==> src/rtl/cnet_pkg.sv <==
package cnet_pkg;
  parameter int TAG_W = 4;

  typedef struct packed {
    logic             vld;
    logic [TAG_W-1:0] tag;
  } tok_t;

  // balancer stages of a bitonic counting network of width w
  function automatic int net_depth(input int w);
    int lg;
    lg = $clog2(w);
    return lg * (lg + 1) / 2;
  endfunction
endpackage

==> src/rtl/cnet_balancer.sv <==
module cnet_balancer
  import cnet_pkg::*;
(
  input  logic clk,
  input  logic rst_n,
  input  logic adv,
  input  tok_t in_a,
  input  tok_t in_b,
  output tok_t out_hi,
  output tok_t out_lo
);
  logic toggle;
  tok_t nx_hi, nx_lo;
  logic nx_tg;

  always_comb begin
    nx_hi = '0;
    nx_lo = '0;
    nx_tg = toggle;
    if (in_a.vld && in_b.vld) begin
      nx_hi = in_a;
      nx_lo = in_b;
    end else if (in_a.vld || in_b.vld) begin
      nx_tg = ~toggle;
      if (!toggle) nx_hi = in_a.vld ? in_a : in_b;
      else         nx_lo = in_a.vld ? in_a : in_b;
    end
  end

  always_ff @(posedge clk) begin
    if (!rst_n) begin
      toggle <= 1'b0;
      out_hi <= '0;
      out_lo <= '0;
    end else if (adv) begin
      toggle <= nx_tg;
      out_hi <= nx_hi;
      out_lo <= nx_lo;
    end
  end


  pair_keeps_toggle_chk: assert property (@(posedge clk) disable iff (!rst_n)
    (adv && in_a.vld && in_b.vld) |=> ($stable(toggle) && out_hi.vld && out_lo.vld))
    else $error("pair at balancer changed toggle");


  lone_flips_toggle_chk: assert property (@(posedge clk) disable iff (!rst_n)
    (adv && (in_a.vld ^ in_b.vld)) |=> ((toggle != $past(toggle)) && (out_hi.vld == !$past(toggle))
                                        && (out_lo.vld == $past(toggle))))
    else $error("lone token misrouted");


  token_conserve_chk: assert property (@(posedge clk) disable iff (!rst_n)
    adv |=> ($countones({out_hi.vld, out_lo.vld}) == $countones({$past(in_a.vld), $past(in_b.vld)})))
    else $error("balancer lost or made a token");
endmodule

==> src/rtl/cnet_merger.sv <==
module cnet_merger
  import cnet_pkg::*;
#(
  parameter int K = 8
) (
  input  logic           clk,
  input  logic           rst_n,
  input  logic           adv,
  input  tok_t [K-1:0]   in_t,
  output tok_t [K-1:0]   out_t
);
  localparam int H = K / 2;
  localparam int Q = K / 4;

  generate
    if (K == 2) begin : g_leaf
      cnet_balancer u_bal (
        .clk(clk), .rst_n(rst_n), .adv(adv),
        .in_a(in_t[0]), .in_b(in_t[1]),
        .out_hi(out_t[0]), .out_lo(out_t[1])
      );
    end else begin : g_split
      tok_t [H-1:0] s0_in, s1_in, s0_out, s1_out;
      // even wires of upper half with odd wires of lower half, and the rest
      for (genvar j = 0; j < Q; j++) begin : g_route
        assign s0_in[j]     = in_t[2*j];
        assign s0_in[Q+j]   = in_t[H+2*j+1];
        assign s1_in[j]     = in_t[2*j+1];
        assign s1_in[Q+j]   = in_t[H+2*j];
      end
      cnet_merger #(.K(H)) u_m0 (
        .clk(clk), .rst_n(rst_n), .adv(adv), .in_t(s0_in), .out_t(s0_out)
      );
      cnet_merger #(.K(H)) u_m1 (
        .clk(clk), .rst_n(rst_n), .adv(adv), .in_t(s1_in), .out_t(s1_out)
      );
      for (genvar i = 0; i < H; i++) begin : g_join
        cnet_balancer u_bal (
          .clk(clk), .rst_n(rst_n), .adv(adv),
          .in_a(s0_out[i]), .in_b(s1_out[i]),
          .out_hi(out_t[2*i]), .out_lo(out_t[2*i+1])
        );
      end
    end
  endgenerate
endmodule

==> src/rtl/cnet_bitonic.sv <==
module cnet_bitonic
  import cnet_pkg::*;
#(
  parameter int K = 8
) (
  input  logic           clk,
  input  logic           rst_n,
  input  logic           adv,
  input  tok_t [K-1:0]   in_t,
  output tok_t [K-1:0]   out_t
);
  localparam int H = K / 2;

  generate
    if (K == 2) begin : g_leaf
      cnet_balancer u_bal (
        .clk(clk), .rst_n(rst_n), .adv(adv),
        .in_a(in_t[0]), .in_b(in_t[1]),
        .out_hi(out_t[0]), .out_lo(out_t[1])
      );
    end else begin : g_split
      tok_t [K-1:0] mid;
      cnet_bitonic #(.K(H)) u_upper (
        .clk(clk), .rst_n(rst_n), .adv(adv),
        .in_t(in_t[H-1:0]), .out_t(mid[H-1:0])
      );
      cnet_bitonic #(.K(H)) u_lower (
        .clk(clk), .rst_n(rst_n), .adv(adv),
        .in_t(in_t[K-1:H]), .out_t(mid[K-1:H])
      );
      cnet_merger #(.K(K)) u_merge (
        .clk(clk), .rst_n(rst_n), .adv(adv), .in_t(mid), .out_t(out_t)
      );
    end
  endgenerate
endmodule

==> src/rtl/cnet_wire_ctr.sv <==
module cnet_wire_ctr #(
  parameter int W     = 8,
  parameter int VAL_W = 16,
  parameter int IDX   = 0
) (
  input  logic             clk,
  input  logic             rst_n,
  input  logic             take,
  output logic [VAL_W-1:0] value
);
  localparam logic [VAL_W-1:0] START  = VAL_W'(IDX);
  localparam logic [VAL_W-1:0] STRIDE = VAL_W'(W);

  always_ff @(posedge clk) begin
    if (!rst_n)    value <= START;
    else if (take) value <= value + STRIDE;
  end
endmodule

==> src/rtl/cnet_index_alloc.sv <==
module cnet_index_alloc
  import cnet_pkg::*;
#(
  parameter int W     = 8,
  parameter int VAL_W = 16
) (
  input  logic                 clk,
  input  logic                 rst_n,
  input  logic [W-1:0]         req_valid,
  input  logic [W*TAG_W-1:0]   req_id,
  output logic                 req_ready,
  output logic [W-1:0]         rsp_valid,
  output logic [W*TAG_W-1:0]   rsp_id,
  output logic [W*VAL_W-1:0]   rsp_value,
  input  logic                 rsp_ready
);
  localparam int DEPTH = net_depth(W);
  localparam int IF_W  = $clog2(W * DEPTH + 1) + 1;
  localparam logic [VAL_W-1:0] STRIDE = VAL_W'(W);

  tok_t [W-1:0]     in_t, out_t;
  logic             adv;
  logic [VAL_W-1:0] ctr_val [W];

  assign adv       = rsp_ready || (rsp_valid == '0);
  assign req_ready = adv;

  generate
    for (genvar i = 0; i < W; i++) begin : g_port
      assign in_t[i].vld = req_valid[i];
      assign in_t[i].tag = req_id[i*TAG_W +: TAG_W];
      assign rsp_valid[i] = out_t[i].vld;
      assign rsp_id[i*TAG_W +: TAG_W] = out_t[i].tag;
      assign rsp_value[i*VAL_W +: VAL_W] = ctr_val[i];

      cnet_wire_ctr #(.W(W), .VAL_W(VAL_W), .IDX(i)) u_ctr (
        .clk(clk), .rst_n(rst_n),
        .take(out_t[i].vld && rsp_ready),
        .value(ctr_val[i])
      );


      wire_stride_chk: assert property (@(posedge clk) disable iff (!rst_n)
        (rsp_valid[i] && rsp_ready) |=> (rsp_value[i*VAL_W +: VAL_W] == $past(rsp_value[i*VAL_W +: VAL_W]) + STRIDE))
        else $error("wire %0d index did not advance by the width", i);
    end
  endgenerate

  cnet_bitonic #(.K(W)) u_net (
    .clk(clk), .rst_n(rst_n), .adv(adv), .in_t(in_t), .out_t(out_t)
  );

  // tokens inside the network, kept for the quiescent check
  logic [IF_W-1:0] inflight;
  always_ff @(posedge clk) begin
    if (!rst_n) inflight <= '0;
    else inflight <= inflight
                   + (adv ? IF_W'($countones(req_valid)) : IF_W'(0))
                   - (rsp_ready ? IF_W'($countones(rsp_valid)) : IF_W'(0));
  end

  logic             quiet_ok;
  logic [VAL_W-1:0] step_d, span_d;
  always_comb begin
    quiet_ok = 1'b1;
    for (int i = 1; i < W; i++) begin
      step_d = ctr_val[i] - ctr_val[i-1];
      if (!(step_d == VAL_W'(1) || step_d == VAL_W'(1 - W))) quiet_ok = 1'b0;
    end
    span_d = ctr_val[W-1] - ctr_val[0];
    if (!(span_d == VAL_W'(W - 1) || span_d == '1)) quiet_ok = 1'b0;
  end


  always @(posedge clk) begin
    if (rst_n && inflight == '0) begin
      quiet_window_chk: assert (quiet_ok) else $error("step property broken while empty");
    end
  end


  rsp_hold_chk: assert property (@(posedge clk) disable iff (!rst_n)
    ((rsp_valid != '0) && !rsp_ready) |=> ($stable(rsp_valid) && $stable(rsp_id) && $stable(rsp_value)))
    else $error("response changed while stalled");
endmodule

==> config.mk <==
export PLATFORM = sky130hd
export DESIGN_NAME = cnet_index_alloc
export DESIGN_NICKNAME = d
export VERILOG_FILES = /design/src/rtl/cnet_pkg.sv /design/src/rtl/cnet_balancer.sv /design/src/rtl/cnet_merger.sv /design/src/rtl/cnet_bitonic.sv /design/src/rtl/cnet_wire_ctr.sv /design/src/rtl/cnet_index_alloc.sv
export SDC_FILE = /design/constraint.sdc
export NUM_CORES = 1
export LEC_CHECK = 0
export CAP_MARGIN = 5
export CORE_MARGIN = 5
export CORE_UTILIZATION = 62
export DETAILED_ROUTE_END_ITERATION = 12
export GPL_ROUTABILITY_DRIVEN = 0
export PLACE_DENSITY = 0.86
export SYNTH_ARGS = -nofsm -noshare
export SYNTH_HDL_FRONTEND = slang
export SYNTH_SLANG_ARGS = --single-unit
==> constraint.sdc <==
create_clock -name clk -period 4.24 [get_ports clk]
set_input_delay 0.424 -clock clk [delete_from_list [all_inputs] [get_ports clk]]
set_output_delay 0.424 -clock clk [all_outputs]
set_load 0.03 [all_outputs]
; After elaboration in Yosys (flattened, before gate mapping)
; Index checks and enable logic that the tools add are counted.
[totals]
register_bits = 392
latchBits = 0
romBits = 0
ramBits = 0
n_memories = 0
inputBits = 43
output_inout_bits = 169
[classes]
muxes = 168
n_shift = 0
mul = 0
eq_ne = 0
div_mod_pow = 0
reduce_logical = 82
bitwise = 48
magnitude_cmp = 0
addsub = 8
[op_table]
columns = operator, n
row1 = $mux W5, 168
row2 = $add A16 B4 Y16 const B, 8
row3 = $reduce_and A3 Y1, 24
row4 = $not A1 Y1, 48
row5 = $logic_and A1 B1 Y1, 32
row6 = $logic_or A1 B1 Y1, 25
row7 = $logic_not A8 Y1, 1

; Logic depth before layout (Yosys ltp)
[depth]
depth_word = 4
mapped_depth = 7
depth_no_buf = 4

; Cells and area by module
; A second synthesis with hierarchy kept.
[unflattened]
hier_cells = 2039
hier_area_um2 = 18281.3
[by_module_without_submodules]
columns = module, cells_per_inst, n_inst, seq_area_each_um2, area_per_inst_um2
row1 = cnet_balancer, 61, 24, 220.2, 553.0
row2 = cnet_wire_ctr (g_port[1].u_ctr ...), 71, 6, 260.2, 618.1
row3 = cnet_wire_ctr (g_port[0].u_ctr), 70, 1, 260.2, 614.3
row4 = cnet_wire_ctr (g_port[7].u_ctr), 68, 1, 260.2, 614.3
row5 = cnet_index_alloc, 11, 1, 0.0, 71.3

; Worst setup path before layout
; No wires, ideal clock.
[synth_path]
kind = reg-to-output
startpoint = register u_net.g_split.u_merge.g_split.g_join[3].u_bal.out_hi[4] (netlist name)
endpoint = output req_ready
path_stages_with_launch = 7
path_buffers = 3
slack_ns = 2.083
arrival_ns = 1.733
path_cell_list = dfxtp_1 -> clkbuf_1 -> nor4_4 -> a21oi_2 -> inv_2 -> buf_2 -> buf_2
[synth_between]
elab_chain_cells = 2
[synth_rtl]
columns = item, line_no
row1 = "start, declared", cnet_balancer.sv:9  ; output tok_t out_hi,
row2 = "start signal, assigned", cnet_balancer.sv:37  ; out_hi <= nx_hi;
row3 = $logic_not A8 Y1, cnet_index_alloc.sv:25  ; assign adv = rsp_ready || (rsp_valid == '0);
row4 = $logic_or A1 B1 Y1, cnet_index_alloc.sv:25
row5 = "end, declared", cnet_index_alloc.sv:11  ; output logic req_ready,
; No other way between the ends.

; Final worst setup path
[layout_path]
startpoint = register u_net.g_split.u_merge.g_split.g_join[1].u_bal.out_hi[4] (netlist name)
endpoint = output req_ready
[layout_between]
elab_chain_cells = 2
[layout_rtl]
columns = item, line_no
row1 = "start, declared", cnet_balancer.sv:9
row2 = "start signal, assigned", cnet_balancer.sv:37
row3 = $logic_not A8 Y1, cnet_index_alloc.sv:25
row4 = $logic_or A1 B1 Y1, cnet_index_alloc.sv:25
; No other way between the ends.

==> run metrics <==
Row Count 66; fin nets 2,499; FMAX 0.365 GHz; IO Count 212; post-synthesis adder-cell area fraction 0.00583; hold_buf cts 0; CP top delay family buffers and inverters; slowest stage delay, CP 670 ps; die area 37,000 µm²; CP Launch Type flop; largest net degree at the start of global routing 198; worst-skew pair later-pin latency 530 ps; Rel. slew slack 0.173; CTS tree built; Fin Hold WS 432 ps; effective utilization at floorplan 0.630; Layout Cells excl Fill 2,919; top_reg_cell synth dfxtp_1; crit share post-route 0.646; DP HPWL 34,600 µm; Tmin final 2740 ps; fill count 2,541; GRT overflow 0; TNS Setup 0 ps; first-pass GRT wire length 91,400 µm; outcome finished clean; post-layout util 0.710; max-slew violation count 0; die width 192 µm; Final Skew 15.7 ps; post-synthesis instance area 20,600 µm²; core area 32,700 µm²; CTS resizes 0; PD cells 750 nW/µm²; area leader, netlist dfxtp_1; CP endpoint kind primary output; CTS Sinks 368; synth cell count leaders dfxtp_1, clkbuf_1, a211oi_1, nand2_1, a21oi_1; PortBufs 187; Synth area leaders dfxtp_1, a211oi_1, clkbuf_1; Lkg Pwr 7.53 nW; Critical Path RT 3820 ps; slowest stage cell on the critical path clkdlybuf4s50_1; initial DRC count 2,238; initial antenna violation count 0; Compound-Gate Fraction of Synth Area 0.268; Post-Route WL 56,900 µm; Via density 6.87; Antenna Nets Post-Route 0; total track usage 0.289; Distinct cells, synth 44; synthesized flop and latch total 368; RSZ-0062 raised after global routing no; Post-Synth Simple-Gate Area 0.256; CTS Buffer Depth 3; count of inserted antenna diode cells 0; Yosys warnings 0; Pwr Total 17.4 mW; worst path cell trace nor4_4 -> a21oi_4 -> inv_6 -> clkdlybuf4s50_1; H-tree depth 2; top cell type's share of synthesized area 0.358; largest fanout on the critical path 8; vias in the first global route 18.0k; combinational family with the most area after synthesis compound AO/OA/AOI/OAI gates; Hold Path Class in2reg; routed len/inst 19.5 µm; most instantiated library cell after synthesis dfxtp_1; Syn Area/Cell 8.20 µm²; number of synthesized flops with an enable pin 0; endpoints failing hold 0; setup violators final 0; cells after synthesis 2,513; mux cell area share after synthesis 0.0228; die span in y 192 µm; max-cap violation count 0; WP data arrival 2310 ps; worst-margin pin slew 1240 ps; register area share after synthesis 0.358; Worst VDD drop 0.693 mV; CTS root buf clkbuf_16; drt drc 0; Bufs and invs on worst path 2; Inserted Clock Buffers 40; first drt pass iteration count 6; dpl cells 2,848; Worst Path Class, Setup reg2out; Setup Fix Bufs, Post-CTS 0; via count 20.1k; layout cells sized above 1 0.0335; xor and xnor fraction of the mapped netlist area 0.0170; Clk pin slew, worst setup/hold paths 60 ps; Post-synth ARST share 0; Area Growth Syn to Fin 12.8%
-- cell usage in the layout, fill, tap and decap left out, types with 40 or more instances in the layout --
| cell type | instances |
|---|---|
| or3_1 | 60 |
| nand3b_1 | 84 |
| dfxtp_1 | 368 |
| clkdlybuf4s50_1 | 185 |
| clkbuf_16 | 41 |
| a21oi_1 | 136 |
| nand2_1 | 174 |
| o21ai_0 | 91 |
| nor4_1 | 40 |
| nand4b_1 | 51 |
| nand2b_1 | 56 |
| a311oi_1 | 60 |
| nand3_1 | 120 |
| a211oi_1 | 193 |
| nor2_1 | 133 |
| a221oi_1 | 81 |
| mux2i_1 | 47 |
| and3_1 | 80 |
-- worst register-to-register path: stages (launching register included) --
cell and delay (ps):
dfxtp_1 400, nor4_4 460, buf_12 550, nand2_2 250
buf_4 320, a221oi_1 440
-- final timing paths --
check	from	to	slack [ps]	cells after the start
worst max-delay path	flop	req_ready	1500	4
worst max register to register	flop	flop	1710	5
worst min register to register	g_port[0].u_ctr.value[15]$_SDFFE_PN0P_	g_port[0].u_ctr.value[15]$_SDFFE_PN0P_	470	2
worst min-delay path	rsp_ready	g_port[2].u_ctr.value[4]$_SDFFE_PN0P_	430	3
-- where the power goes --
group / switching (mW) / internal, mW
clock network: 1.41 / 2.07
logic: 4.63 / 2.64
registers: 2.04 / 4.63
total: 8.09 / 9.34
-- kinds of logic after synthesis --
logic type                 count (synthesis)
buffers and inverters                    359
adders and majority gates                 10
xor gates and xnor gates                  40
and+or+nand+nor                          923
muxes                                     47
DFF                                      368
other                                      2
AOI/OAI and AO/OA                        764
-- per-stage QoR --
stage | setup WS (ps) | cell area, µm²
finish | 1500 | 23200
global route | 1420 | 23200
CTS | 1460 | 23200
detailed placement | 1870 | 21900
global placement | 1990 | 21900
floorplan | 2080 | 20700
-- metal layers --
metal	up-vias	global-route usage	routed length [µm]
met3	118	0.0358	4050
met4	0	0.0927	1570
met5	-	0	0
met2	797	0.505	28100
met1	9690	0.374	23200
li1	9447	-	-
-- area by class of cell --
cell class	instances	area [µm²]	share of cell area
inverter	30	125	0.00539
clock inverter	13	150	0.00646
sequential	368	7370	0.317
multi-input combinational	1808	11800	0.510
clock buffer	58	1150	0.0495
tap	442	553	0.0238
timing repair buffer	200	2050	0.0883
Power figures use the tool's default switching activity.
